<file path="src/rtl/els_pkg.sv">
package els_pkg;

  // Keyboard rate-scaling offset: c*s/max rounded half up, no divider in hardware.
  function automatic int rs_entry(input int c, input int s, input int smax);
    return (2 * c * s + smax) / (2 * smax);
  endfunction

  function automatic int clog2i(input int v);
    int r;
    r = 0;
    while ((1 << r) < v) r++;
    return r;
  endfunction

endpackage

</file>
<file path="src/rtl/els_rs_rom.sv">
module els_rs_rom #(
  parameter int CLIP_MAX = 27,
  parameter int SENS_W   = 3,
  parameter int ADDR_W   = 8,
  parameter int OFS_W    = 5
) (
  input  logic              clk,
  input  logic [ADDR_W-1:0] addr_i,
  output logic [OFS_W-1:0]  data_o
);
  localparam int NSENS = 1 << SENS_W;
  localparam int SMAX  = NSENS - 1;
  localparam int DEPTH = (CLIP_MAX + 1) * NSENS;

  logic [OFS_W-1:0] mem [DEPTH];

  // Contents computed at elaboration; read is registered so it maps to block RAM.
  for (genvar a = 0; a < DEPTH; a++) begin : g_fill
    assign mem[a] = OFS_W'(els_pkg::rs_entry(a / NSENS, a % NSENS, SMAX));
  end

  always_ff @(posedge clk) begin
    data_o <= mem[addr_i];
  end
endmodule

</file>
<file path="src/rtl/els_rate_unit.sv">
module els_rate_unit #(
  parameter int PITCH_W  = 14,
  parameter int PSHIFT   = 8,
  parameter int PBIAS    = 16,
  parameter int CLIP_MAX = 27,
  parameter int SENS_W   = 3,
  parameter int RATE_W   = 6
) (
  input  logic               clk,
  input  logic               rst,
  input  logic               key_on_i,
  input  logic [PITCH_W-1:0] pitch_i,
  input  logic [SENS_W-1:0]  sens_i,
  input  logic [RATE_W-1:0]  base_rate_i,
  output logic [RATE_W-1:0]  rate_o,
  output logic [els_pkg::clog2i(CLIP_MAX+1)-1:0] ofs_o
);
  localparam int NSENS    = 1 << SENS_W;
  localparam int OFS_W    = els_pkg::clog2i(CLIP_MAX + 1);
  localparam int ADDR_W   = els_pkg::clog2i((CLIP_MAX + 1) * NSENS);
  localparam int SUM_W    = ((RATE_W > OFS_W) ? RATE_W : OFS_W) + 1;
  localparam int RATE_MAX = (1 << RATE_W) - 1;

  logic [PITCH_W-1:0] hi;
  logic [PITCH_W-1:0] clipped;
  logic [ADDR_W-1:0]  addr;
  logic [OFS_W-1:0]   rom_q;
  logic               kon_d;
  logic [OFS_W-1:0]   ofs_q;
  logic [SUM_W-1:0]   sum;

  always_comb begin
    hi = pitch_i >> PSHIFT;
    if (hi < PITCH_W'(PBIAS))
      clipped = '0;
    else if (hi - PITCH_W'(PBIAS) > PITCH_W'(CLIP_MAX))
      clipped = PITCH_W'(CLIP_MAX);
    else
      clipped = hi - PITCH_W'(PBIAS);
    addr = ADDR_W'(clipped * PITCH_W'(NSENS)) + ADDR_W'(sens_i);
  end

  els_rs_rom #(
    .CLIP_MAX(CLIP_MAX), .SENS_W(SENS_W), .ADDR_W(ADDR_W), .OFS_W(OFS_W)
  ) u_rom (
    .clk(clk), .addr_i(addr), .data_o(rom_q)
  );

  always_ff @(posedge clk) begin
    if (rst) begin
      kon_d <= 1'b0;
      ofs_q <= '0;
    end else begin
      kon_d <= key_on_i;
      if (kon_d) ofs_q <= rom_q;
    end
  end

  always_comb begin
    sum = SUM_W'(base_rate_i) + SUM_W'(ofs_q);
    rate_o = (sum > SUM_W'(RATE_MAX)) ? RATE_W'(RATE_MAX) : RATE_W'(sum);
  end

  assign ofs_o = ofs_q;
endmodule

</file>
<file path="src/rtl/els_am_mix.sv">
module els_am_mix #(
  parameter int LVL_W = 12,
  parameter int AM_W  = 8,
  parameter int AMS_W = 2
) (
  input  logic [LVL_W-1:0] env_i,
  input  logic [AM_W-1:0]  am_i,
  input  logic [AMS_W-1:0] ams_i,
  output logic [LVL_W-1:0] level_o
);
  localparam int SH_W    = AM_W + (1 << AMS_W) - 1;
  localparam int SUM_W   = ((LVL_W > SH_W) ? LVL_W : SH_W) + 1;
  localparam int LVL_MAX = (1 << LVL_W) - 1;

  logic [SH_W-1:0]  shifted;
  logic [SUM_W-1:0] sum;

  always_comb begin
    shifted = SH_W'(am_i) << ams_i;
    if (ams_i == '0) shifted = '0;
    sum = SUM_W'(env_i) + SUM_W'(shifted);
    level_o = (sum > SUM_W'(LVL_MAX)) ? LVL_W'(LVL_MAX) : LVL_W'(sum);
  end
endmodule

</file>
<file path="src/rtl/env_level_shaper.sv">
module env_level_shaper #(
  parameter int PITCH_W  = 14,
  parameter int PSHIFT   = 8,
  parameter int PBIAS    = 16,
  parameter int CLIP_MAX = 27,
  parameter int SENS_W   = 3,
  parameter int RATE_W   = 6,
  parameter int LVL_W    = 12,
  parameter int AM_W     = 8,
  parameter int AMS_W    = 2
) (
  input  logic               clk,
  input  logic               rst,
  input  logic               key_on_i,
  input  logic [PITCH_W-1:0] pitch_i,
  input  logic [SENS_W-1:0]  rs_sens_i,
  input  logic [RATE_W-1:0]  base_rate_i,
  input  logic               sample_en_i,
  input  logic [LVL_W-1:0]   env_i,
  input  logic [AM_W-1:0]    am_i,
  input  logic [AMS_W-1:0]   am_sens_i,
  output logic [RATE_W-1:0]  rate_o,
  output logic [LVL_W-1:0]   level_o,
  output logic               valid_o
);
  localparam int OFS_W = els_pkg::clog2i(CLIP_MAX + 1);

  logic [RATE_W-1:0] rate_c;
  logic [LVL_W-1:0]  level_c;
  logic [OFS_W-1:0]  rs_ofs;

  els_rate_unit #(
    .PITCH_W(PITCH_W), .PSHIFT(PSHIFT), .PBIAS(PBIAS), .CLIP_MAX(CLIP_MAX),
    .SENS_W(SENS_W), .RATE_W(RATE_W)
  ) u_rate (
    .clk(clk), .rst(rst), .key_on_i(key_on_i), .pitch_i(pitch_i),
    .sens_i(rs_sens_i), .base_rate_i(base_rate_i), .rate_o(rate_c), .ofs_o(rs_ofs)
  );

  els_am_mix #(.LVL_W(LVL_W), .AM_W(AM_W), .AMS_W(AMS_W)) u_mix (
    .env_i(env_i), .am_i(am_i), .ams_i(am_sens_i), .level_o(level_c)
  );

  always_ff @(posedge clk) begin
    if (rst) begin
      rate_o  <= '0;
      level_o <= '0;
      valid_o <= 1'b0;
    end else begin
      valid_o <= sample_en_i;
      if (sample_en_i) begin
        rate_o  <= rate_c;
        level_o <= level_c;
      end
    end
  end
endmodule

</file>
<file path="config.mk">
export PLATFORM = sky130hd
export DESIGN_NAME = env_level_shaper
export DESIGN_NICKNAME = d
export VERILOG_FILES = /design/src/rtl/els_pkg.sv /design/src/rtl/els_rs_rom.sv /design/src/rtl/els_rate_unit.sv /design/src/rtl/els_am_mix.sv /design/src/rtl/env_level_shaper.sv
export SDC_FILE = /design/constraint.sdc
export NUM_CORES = 1
export LEC_CHECK = 0
export BUFFER_PORTS_ARGS = -buffer_cell sky130_fd_sc_hd__buf_2
export CAP_MARGIN = 25
export CORE_MARGIN = 3
export CORE_UTILIZATION = 40
export DETAILED_ROUTE_END_ITERATION = 7
export GPL_TIMING_DRIVEN = 0
export MAX_ROUTING_LAYER = met4
export SETUP_SLACK_MARGIN = 0.1
export SLEW_MARGIN = 5
export SYNTH_ARGS = -nofsm -noshare
export SYNTH_HDL_FRONTEND = slang
export SYNTH_HIERARCHICAL = 1
export SYNTH_SLANG_ARGS = --single-unit
export TNS_END_PERCENT = 100
</file>
<file path="constraint.sdc">
create_clock -name clk -period 9.3 [get_ports clk]
set_input_delay 1.86 -clock clk [delete_from_list [all_inputs] [get_ports clk]]
set_output_delay 1.86 -clock clk [all_outputs]
set_load 0.03 [all_outputs]
</file>
==> results of run 1 <==
-- worst max-delay path, cell delays in order --
cell	delay (ns)
sky130_fd_sc_hd__clkbuf_1	0.33
sky130_fd_sc_hd__clkbuf_1	0.34
sky130_fd_sc_hd__nand2_1	0.12
sky130_fd_sc_hd__o21ai_0	0.32
sky130_fd_sc_hd__ha_1	0.37
sky130_fd_sc_hd__a21o_1	0.24
sky130_fd_sc_hd__a221oi_2	0.37
sky130_fd_sc_hd__o31ai_2	0.17
sky130_fd_sc_hd__a31oi_4	0.33
sky130_fd_sc_hd__o21ai_1	0.12
sky130_fd_sc_hd__mux2i_1	0.15
sky130_fd_sc_hd__nor2_1	0.05
-- layout by cell type, fill, tap and decap left out, types with 3 or more instances in the layout --
cell type | synthesis | routed
sky130_fd_sc_hd__clkbuf_8 | 0 | 5
sky130_fd_sc_hd__dfxtp_1 | 30 | 30
sky130_fd_sc_hd__o21ai_0 | 19 | 19
sky130_fd_sc_hd__nor3_1 | 5 | 5
sky130_fd_sc_hd__and3_1 | 4 | 4
sky130_fd_sc_hd__a21oi_1 | 35 | 35
sky130_fd_sc_hd__nor4_1 | 3 | 3
sky130_fd_sc_hd__nand4_1 | 3 | 3
sky130_fd_sc_hd__o221ai_1 | 3 | 3
sky130_fd_sc_hd__inv_1 | 16 | 16
sky130_fd_sc_hd__nand3_1 | 7 | 7
sky130_fd_sc_hd__a31oi_1 | 6 | 6
sky130_fd_sc_hd__o211ai_1 | 7 | 7
sky130_fd_sc_hd__mux2i_1 | 37 | 37
sky130_fd_sc_hd__xnor2_1 | 8 | 8
sky130_fd_sc_hd__and2_1 | 4 | 4
sky130_fd_sc_hd__nand2b_1 | 11 | 11
sky130_fd_sc_hd__a311oi_1 | 4 | 4
sky130_fd_sc_hd__a221oi_1 | 3 | 3
sky130_fd_sc_hd__or2_2 | 3 | 3
sky130_fd_sc_hd__buf_6 | 4 | 4
sky130_fd_sc_hd__xor2_1 | 4 | 4
sky130_fd_sc_hd__o31a_1 | 3 | 3
sky130_fd_sc_hd__mux4_2 | 3 | 3
sky130_fd_sc_hd__nand3b_1 | 4 | 4
sky130_fd_sc_hd__a211oi_1 | 6 | 6
sky130_fd_sc_hd__clkbuf_1 | 8 | 8
sky130_fd_sc_hd__a21o_1 | 5 | 5
sky130_fd_sc_hd__nor2b_1 | 10 | 10
sky130_fd_sc_hd__nand2_1 | 32 | 32
sky130_fd_sc_hd__nor2_1 | 39 | 39
sky130_fd_sc_hd__ha_1 | 29 | 29
sky130_fd_sc_hd__o21a_1 | 3 | 3
sky130_fd_sc_hd__buf_2 | 13 | 69
-- synth_stat cells (all sizes together), types with 3 or more instances --
cell    instances  area share (%)
nor2           39             4.4
mux2i          37              11
a21oi          35             5.2
nand2          33             3.8
dfxtp          30              18
ha             29              11
buf            22             4.6
o21ai          20             3.0
inv            17             1.9
nand2b         11             2.1
nor2b          10             1.9
clkbuf          8            0.90
o211ai          8             1.9
xnor2           8             2.1
a31oi           7             1.8
nand3           7             1.0
a211oi          6             1.3
a21o            5             1.1
nor3            5            0.75
a221oi          4             1.2
a311oi          4             1.0
and2            4            0.75
and3            4            0.75
nand3b          4            0.90
or2             4            0.75
xor2            4             1.0
a211o           3            0.82
mux4            3             2.0
nand4           3            0.56
nor4            3            0.56
o21a            3            0.67
o221ai          3            0.79
o31a            3            0.79
-- cell families (layout without fill, tap and decap cells) --
kind of cell    after synthesis  after routing
other cells                   1              1
flops                        30             30
xor+xnor                     12             12
simple gates                133            133
mux                          41             41
compound gates              126            126
fa+ha+maj                    31             31
buf+inv                      47            110
-- sequential cells by signal, summed over array words and instances (netlist names) --
signal and count:
rate_o 6, valid_o 1, u_rate/u_rom/data_o 5, u_rate/kon_d 1
level_o 12, u_rate/ofs_o 5
-- area by class of cell --
cell class	instances	area share (%)
tap	102	3.331
inverter	17	1.666
clock buffer	5	1.796
buffer	30	4.768
clock inverter	2	0.2613
timing repair buffer	56	7.315
multi-input combinational	344	65.19
sequential	30	15.68
-- metal layers --
layer | up-vias | global-route usage (%) | part of all wire, %
met5 | - | - | 0
met4 | 0 | 5.112 | 1.4
met3 | 13 | 3.374 | 6.8
met2 | 130 | 29.10 | 44
met1 | 1505 | 25.48 | 48
li1 | 1671 | - | -
-- per-stage QoR --
stage / hold slack [ns] / cells
final: 0.4675 / 586
after global routing: 0.4834 / 586
after CTS: 0.4717 / 586
after detailed placement: 0.4562 / 579
after global placement: 0.4477 / 579
after floorplan: 0.4404 / 421
-- power by group --
group	switching [mW]	total, mW	internal, mW	leakage [nW]
logic	0.136	0.229	0.0936	1.49
clock network	0.0457	0.0957	0.0500	0.0438
registers	0.00680	0.151	0.145	0.248
total	0.188	0.476	0.288	1.78
-- how the worst max path moves through the flow --
stage | startpoint | end | slack [ns] | cells past startpoint
after floorplan | am_sens_i[0] | level_o[9] | 4.95 | 12
after global placement | am_sens_i[0] | level_o[9] | 4.53 | 12
after detailed placement | am_sens_i[0] | level_o[9] | 4.43 | 12
after CTS | am_sens_i[0] | level_o[9] | 4.72 | 12
after global routing | am_sens_i[0] | level_o[9] | 4.41 | 12
final | am_sens_i[0] | level_o[9] | 4.69 | 12
==> flow_metrics.env, run 1 <==
export IMPL_run_status="completed"
export IMPL_fill_cells=807
export IMPL_asr_flop_ratio_synth_pct=0
export IMPL_synth_fa_ha_area_share_pct=12.05
export IMPL_groute_usage_overall_pct=18.87
export IMPL_cts_repair_timing_setup_buffer_count=0
export IMPL_routed_wirelength_um=8945
export IMPL_synth_edf_count=0
export IMPL_core_region_area_mm2=0.007928
export IMPL_placement_rows=32
export IMPL_timing_worst_slew_pin_value_ns=0.5251
export IMPL_worst_hold_path_endpoint="u_rate/ofs_o[0]"
export IMPL_die_height_um=97.44
export IMPL_cts_root_buffer_cell="sky130_fd_sc_hd__clkbuf_8"
export IMPL_tritoncts="done"
export IMPL_place_detailed_hpwl_um=6996
export IMPL_antenna_left=0
export IMPL_cts_num_sinks=30
export IMPL_hp_start="u_rate/u_rom/data_o[0]"
export IMPL_final_estimated_routing_congestion_in_global_placement=0.9324
export IMPL_synth_compound_area_share_pct=26.37
export IMPL_setup_repair_after_global_routing_missed_its_margin="no"
export IMPL_grt_overflow=0
export IMPL_drt_pass1_iter_count=4
export IMPL_yosys_mux_area_fraction_pct=13.43
export IMPL_setup_viol=0
export IMPL_drt_wirelength_per_cell_um=15.26
export IMPL_worstSkewPairLatency_ns=0.28
export IMPL_reg2reg_slack_ns=7.44
export IMPL_yosys_area_share_simple_pct=19.57
export IMPL_drt_vias_per_instance=5.664
export IMPL_hold_path_depth=2
export IMPL_yosys_most_used_dff="sky130_fd_sc_hd__dfxtp_1"
export IMPL_numCtsBuffers=5
export IMPL_largest_net_degree_at_the_start_of_global_routing=11
export IMPL_crit_path_start_kind="input port"
export IMPL_ctsLongestPathBuffers=2
export IMPL_average_instance_area_after_synthesis_um2=7.944
export IMPL_finalCritPeriodShare_pct=49.62
export IMPL_totalPowerFinal_mw=0.4764
export IMPL_ys_seq_elements=30
export IMPL_initial_standard_cell_utilization_of_the_core_pct=42.19
export IMPL_vdd_ir_drop_max_mv=0.05440
export IMPL_initial_antenna_violation_count=0
export IMPL_route_vias_total=3319
export IMPL_final_util_pct=48.33
export IMPL_syn_area_mm2=0.003344
export IMPL_achievable_frequency_mhz=216.7
export IMPL_cellLeakagePower_nw=1.779
export IMPL_clk_transition_reported_paths_ns=0.06
export IMPL_boundaryPins=68
export IMPL_grt_pass1_wl_um=14790
export IMPL_grt_pass1_vias=3045
export IMPL_hold_viol=0
export IMPL_layout_cell_share_with_drive_strength_beyond_1_pct=20.87
export IMPL_placement_setup_worst_slack_ns=4.430
export IMPL_die_area_mm2=0.009495
export IMPL_finish_net_count=564
export IMPL_worstPathRequired_ns=9.47
export IMPL_sequential_element_share_of_the_synthesized_area_pct=17.96
export IMPL_cap_violations=0
export IMPL_synthesized_instance_count=421
export IMPL_multi_input_comb_area_mm2=0.002497
export IMPL_cts_resized=0
export IMPL_critical_path_arrival_ns=4.78
export IMPL_final_setup_worst_slack_ns=4.686
export IMPL_crit_type="input port to register"
export IMPL_timing_rr_start="u_rate/ofs_o[0]"
export IMPL_critical_path_reg2reg_endpoint="rate_o[5]"
export IMPL_finalMaxSlewViolations=0
export IMPL_r2r_worst_path_cells=8
export IMPL_port_buffer_count=56
export IMPL_power_density_mw_per_mm2=124.3
export IMPL_route_detailed_drc=0
export IMPL_cp_end_kind="register"
export IMPL_sequential_cell_area_um2=600.6
export IMPL_h_tree_depth=2
export IMPL_antenna_cells=0
export IMPL_finalSetupTns_ns=0
export IMPL_synth_cell_types=73
export IMPL_timing_critical_path_fanout_max=10
export IMPL_postSynthNetCount=501
export IMPL_main_combinational_cell_family_by_area_after_synthesis="compound AO/OA/AOI/OAI gates"
export IMPL_timing_max_slew_rel_slack_pct=64.51
export IMPL_yosys_area_share_xor_xnor_pct=3.143
export IMPL_drtIter0Drc=153
export IMPL_timing_clock_skew_ns=0.004087
export IMPL_die_w_um=97.44
export IMPL_worst_hold_path_type="register to register"
export IMPL_place_area_mm2=0.003752
export IMPL_min_period_ns=4.614
export IMPL_hold_buffers=0
export IMPL_final_design_area_no_fill_mm2=0.003831
export IMPL_ys_warnings_count=6
export IMPL_area_growth_syn_to_layout_pct=14.55
(Power assumes the default switching activity.)
==> run 2: changes to the inputs <==
--- a/config.mk
+++ b/config.mk
@@ -5,6 +5,7 @@
 export SDC_FILE = /design/constraint.sdc
 export NUM_CORES = 1
 export LEC_CHECK = 0
+export ABC_AREA = 1
 export BUFFER_PORTS_ARGS = -buffer_cell sky130_fd_sc_hd__buf_2
 export CAP_MARGIN = 25
 export CORE_MARGIN = 3
==> constraint.sdc (replaced) <==
create_clock -name clk -period 3.7 [get_ports clk]
set_input_delay 0.74 -clock clk [delete_from_list [all_inputs] [get_ports clk]]
set_output_delay 0.74 -clock clk [all_outputs]
set_load 0.03 [all_outputs]
==> run 2 against run 1 <==
Against the previous run: the flow now finishes with violations (design-rule violations); clock power rose to 2.8 times the previous value; die area increased by 7.9%; cell area grew 8.1%; hold slack worse by 0.017 ns; synthesized area grew 8.4%; cell count rose by 37%; via count is 21% higher; largest power group unchanged.
==> flow_metrics.env, run 2 <==
export IMPL_cap_violations=0
export IMPL_setup_viol=0
export IMPL_cts_repair_timing_setup_buffer_count=0
export IMPL_synth_cell_types=36
export IMPL_layout_common_cells="sky130_fd_sc_hd__nand2_1, sky130_fd_sc_hd__inv_1, sky130_fd_sc_hd__buf_2"
export IMPL_sequential_cell_area_um2=600.6
export IMPL_initial_standard_cell_utilization_of_the_core_pct=41.38
export IMPL_worst_path_top_cell_family_by_delay="buffers and inverters"
export IMPL_route_detailed_drc=4
export IMPL_synth_compound_area_share_pct=11.84
export IMPL_worstSkewPairLatency_ns=0.27
export IMPL_yosys_top_cells_area="sky130_fd_sc_hd__nand2_1, sky130_fd_sc_hd__dfxtp_1, sky130_fd_sc_hd__ha_1"
export IMPL_layout_cell_share_with_drive_strength_beyond_1_pct=19.28
export IMPL_drtIter0Drc=182
export IMPL_ys_warnings_count=6
export IMPL_yosys_most_used_dff="sky130_fd_sc_hd__dfxtp_1"
export IMPL_h_tree_depth=2
export IMPL_crit_path_start_kind="input port"
export IMPL_instances_no_fill=803
export IMPL_worst_hold_path_endpoint="u_rate/ofs_o[2]"
export IMPL_finalCritPeriodShare_pct=74.34
export IMPL_hold_path_depth=2
export IMPL_grt_pass1_vias=3611
export IMPL_yosys_area_share_simple_pct=44.38
export IMPL_yosys_mux_area_fraction_pct=0
export IMPL_synth_fa_ha_area_share_pct=11.11
export IMPL_main_combinational_cell_family_by_area_after_synthesis="simple AND/OR/NAND/NOR gates"
export IMPL_cellLeakagePower_nw=2.397
export IMPL_routed_wirelength_um=9529
export IMPL_largest_register="level_o"
export IMPL_core_region_area_mm2=0.008763
export IMPL_die_w_um=101.2
export IMPL_worstPathRequired_ns=3.86
export IMPL_final_estimated_routing_congestion_in_global_placement=0.9221
export IMPL_violated_checks="design-rule violations"
export IMPL_cpMaxStageDelayCell="sky130_fd_sc_hd__a21oi_1"
export IMPL_synthesized_instance_count=629
export IMPL_hp_start="u_rate/u_rom/data_o[2]"
export IMPL_groute_usage_overall_pct=19.27
export IMPL_die_area_mm2=0.01024
export IMPL_drt_wirelength_per_cell_um=11.87
export IMPL_timing_clock_skew_ns=0.002054
export IMPL_fill_cells=930
export IMPL_vdd_ir_drop_max_mv=0.1353
export IMPL_finalMaxSlewViolations=0
export IMPL_hold_buffers=0
export IMPL_worst_hold_path_type="register to register"
export IMPL_postSynthNetCount=709
export IMPL_most_frequent_standard_cell_in_the_layout_excluding_fill_and_tap_cells="sky130_fd_sc_hd__nand2_1"
export IMPL_place_detailed_instances=795
export IMPL_ctsLongestPathBuffers=2
export IMPL_timing_worst_slew_pin_value_ns=0.5045
export IMPL_yosysTopAreaCellShare_pct=20.08
export IMPL_initial_antenna_violation_count=0
export IMPL_critical_path_max_stage_delay_ns=0.39
export IMPL_placement_rows=34
export IMPL_min_period_ns=2.750
export IMPL_synth_top_cell_by_area="sky130_fd_sc_hd__nand2_1"
export IMPL_place_detailed_hpwl_um=7712
export IMPL_route_vias_total=4019
export IMPL_net_switching_power_mw=0.5230
export IMPL_power_density_mw_per_mm2=301.3
export IMPL_timing_critical_path_fanout_max=10
export IMPL_achievable_frequency_mhz=363.6
export IMPL_port_buffer_count=58
export IMPL_reg_top3="level_o x12, rate_o x6"
export IMPL_cp_end_kind="register"
export IMPL_cts_resized=0
export IMPL_timing_critical_path_buf_inv=5
export IMPL_drt_pass1_iter_count=8
export IMPL_syn_area_mm2=0.003626
export IMPL_most_frequent_cell_on_critical_path="sky130_fd_sc_hd__nand2_1"
export IMPL_grt_pass1_wl_um=15920
export IMPL_clk_transition_reported_paths_ns=0.06
export IMPL_drt_vias_per_instance=5.005
export IMPL_reg2reg_slack_ns=1.95
export IMPL_cts_root_buffer_cell="sky130_fd_sc_hd__clkbuf_8"
export IMPL_netlist_top_cells_count="sky130_fd_sc_hd__nand2_1, sky130_fd_sc_hd__inv_1, sky130_fd_sc_hd__nand3_1, sky130_fd_sc_hd__nor2_1, sky130_fd_sc_hd__o21ai_0"
export IMPL_finalSetupTns_ns=0
export IMPL_grt_overflow=0
export IMPL_largest_net_degree_at_the_start_of_global_routing=12
export IMPL_crit_type="input port to register"
export IMPL_share_seq_of_total_power_pct=30.2
export IMPL_finalHoldWorstSlack_ns=0.4501
export IMPL_r2r_worst_path_cells=11
export IMPL_asr_flop_ratio_synth_pct=0
export IMPL_hold_viol=0
export IMPL_synth_edf_count=0
export IMPL_ys_seq_elements=30
export IMPL_die_height_um=101.2
export IMPL_numCtsBuffers=5
export IMPL_run_status="finished, violations left"
export IMPL_power_combinational_fraction_pct=48.6
export IMPL_cp_cell_sequence="buf_2 -> inv_1 -> ha_1 -> nand2_1 -> inv_1 -> nand2_1 -> nand2_1 -> a21oi_1 -> inv_1 -> buf_4 -> nand3_1 -> nand2_1 -> o21ai_0 -> nand2_1 -> o2111ai_1 -> nand2_1"
export IMPL_p_int_mw=0.7251
export IMPL_sequential_element_share_of_the_synthesized_area_pct=16.56
export IMPL_timing_rr_start="u_rate/ofs_o[0]"
export IMPL_boundaryPins=68
export IMPL_finish_net_count=774
export IMPL_synth_most_common_cell="sky130_fd_sc_hd__nand2_1"
export IMPL_multi_input_comb_area_mm2=0.002497
export IMPL_timing_max_slew_rel_slack_pct=66.37
export IMPL_average_instance_area_after_synthesis_um2=5.765
export IMPL_largest_reg_flops=12
export IMPL_setup_repair_after_global_routing_missed_its_margin="no"
export IMPL_area_growth_syn_to_layout_pct=14.25
export IMPL_yosys_area_share_xor_xnor_pct=1.449
export IMPL_antenna_cells=0
export IMPL_critical_path_reg2reg_endpoint="rate_o[4]"
export IMPL_power_switching_fraction_pct=41.90
export IMPL_antenna_left=0
export IMPL_cts_num_sinks=30
export IMPL_critical_path_arrival_ns=2.91
export IMPL_tritoncts="done"
export IMPL_share_clk_of_total_power_pct=21.1
## run 2: cell count changes after synthesis, moves of 7 or more
cell	change
sky130_fd_sc_hd__nand2_1	+162
sky130_fd_sc_hd__o21ai_0	+13
sky130_fd_sc_hd__mux2i_1	-37
sky130_fd_sc_hd__nand2_2	+24
sky130_fd_sc_hd__nor2_1	+14
sky130_fd_sc_hd__nor2b_1	-10
sky130_fd_sc_hd__buf_2	-9
sky130_fd_sc_hd__nand3_1	+54
sky130_fd_sc_hd__nor2_2	+13
sky130_fd_sc_hd__nand2b_1	-11
sky130_fd_sc_hd__clkbuf_1	-7
sky130_fd_sc_hd__inv_1	+78
## run 2: worst max path at each step
stage	start	endpoint	slack [ns]	depth (start not counted)
after CTS	am_sens_i[1]	level_o[9]	0.97	16
after floorplan	am_sens_i[1]	level_o[10]	1.19	15
after detailed placement	am_sens_i[1]	level_o[9]	0.69	16
after global placement	am_sens_i[1]	level_o[9]	0.68	16
final	pitch_i[12]	u_rate/u_rom/data_o[3]	0.95	16
after global routing	pitch_i[12]	u_rate/u_rom/data_o[3]	0.70	16
## run 2: final cells by class
type,instances,share of cell area (%)
Multi-Input combinational cell,480,60.28
Tap cell,108,3.262
Clock inverter,1,0.1208
Buffer,17,3.503
Timing Repair Buffer,58,7.007
Sequential cell,30,14.50
Inverter,102,9.242
Clock buffer,7,2.084
## run 2: routing by layer
| layer | vias up | global-route usage, % | wire [um] |
|---|---|---|---|
| met2 | 123 | 33.65 | 4631 |
| met1 | 1779 | 23.51 | 4266 |
| li1 | 2102 | - | - |
| met4 | 0 | 4.601 | 118 |
| met3 | 15 | 2.479 | 513 |
| met5 | - | - | 0 |
## run 2: metrics by stage
stage / utilization, % / power [mW] / cell area (um2) / setup WS (ns)
6_report: 47.27 / 1.248 / 4143 / 0.9495
5_1_grt: 47.27 / 1.357 / 4143 / 0.7001
4_1_cts: 47.27 / 1.256 / 4143 / 0.9709
3_5_place_dp: 46.23 / 0.9886 / 4051 / 0.6898
3_3_place_gp: 46.23 / 0.9860 / 4051 / 0.6803
2_1_floorplan: - / 0.8377 / 3626 / 1.193
## run 2: worst reg2reg max path, stage by stage, from the launching register on
cell                       delay (ns)
sky130_fd_sc_hd__dfxtp_1         0.34
sky130_fd_sc_hd__ha_1            0.20
sky130_fd_sc_hd__inv_1           0.07
sky130_fd_sc_hd__fa_1            0.41
sky130_fd_sc_hd__inv_1           0.09
sky130_fd_sc_hd__nand3_1         0.08
sky130_fd_sc_hd__a21boi_0        0.19
sky130_fd_sc_hd__o21ai_1         0.07
sky130_fd_sc_hd__inv_1           0.07
sky130_fd_sc_hd__nand2_2         0.04
sky130_fd_sc_hd__nand2_1         0.05
sky130_fd_sc_hd__nor2_1          0.03
## run 2: logic make-up (layout without fill, tap and decap cells)
family,count (synthesis),after routing
AO/OA/AOI/OAI,79,79
XOR/XNOR,6,6
adder cells (fa/ha/maj),31,31
buffers and inverters,119,185
flip-flops,30,30
other,1,1
AND/OR/NAND/NOR,363,363
## run 2: power groups by stage
stage	clock [mW]	sequential, mW	combinational [mW]
floorplan	0	0.421	0.417
global placement	0	0.383	0.603
detailed placement	0	0.384	0.604
CTS	0.272	0.377	0.607
global route	0.288	0.381	0.688
finish	0.264	0.377	0.607
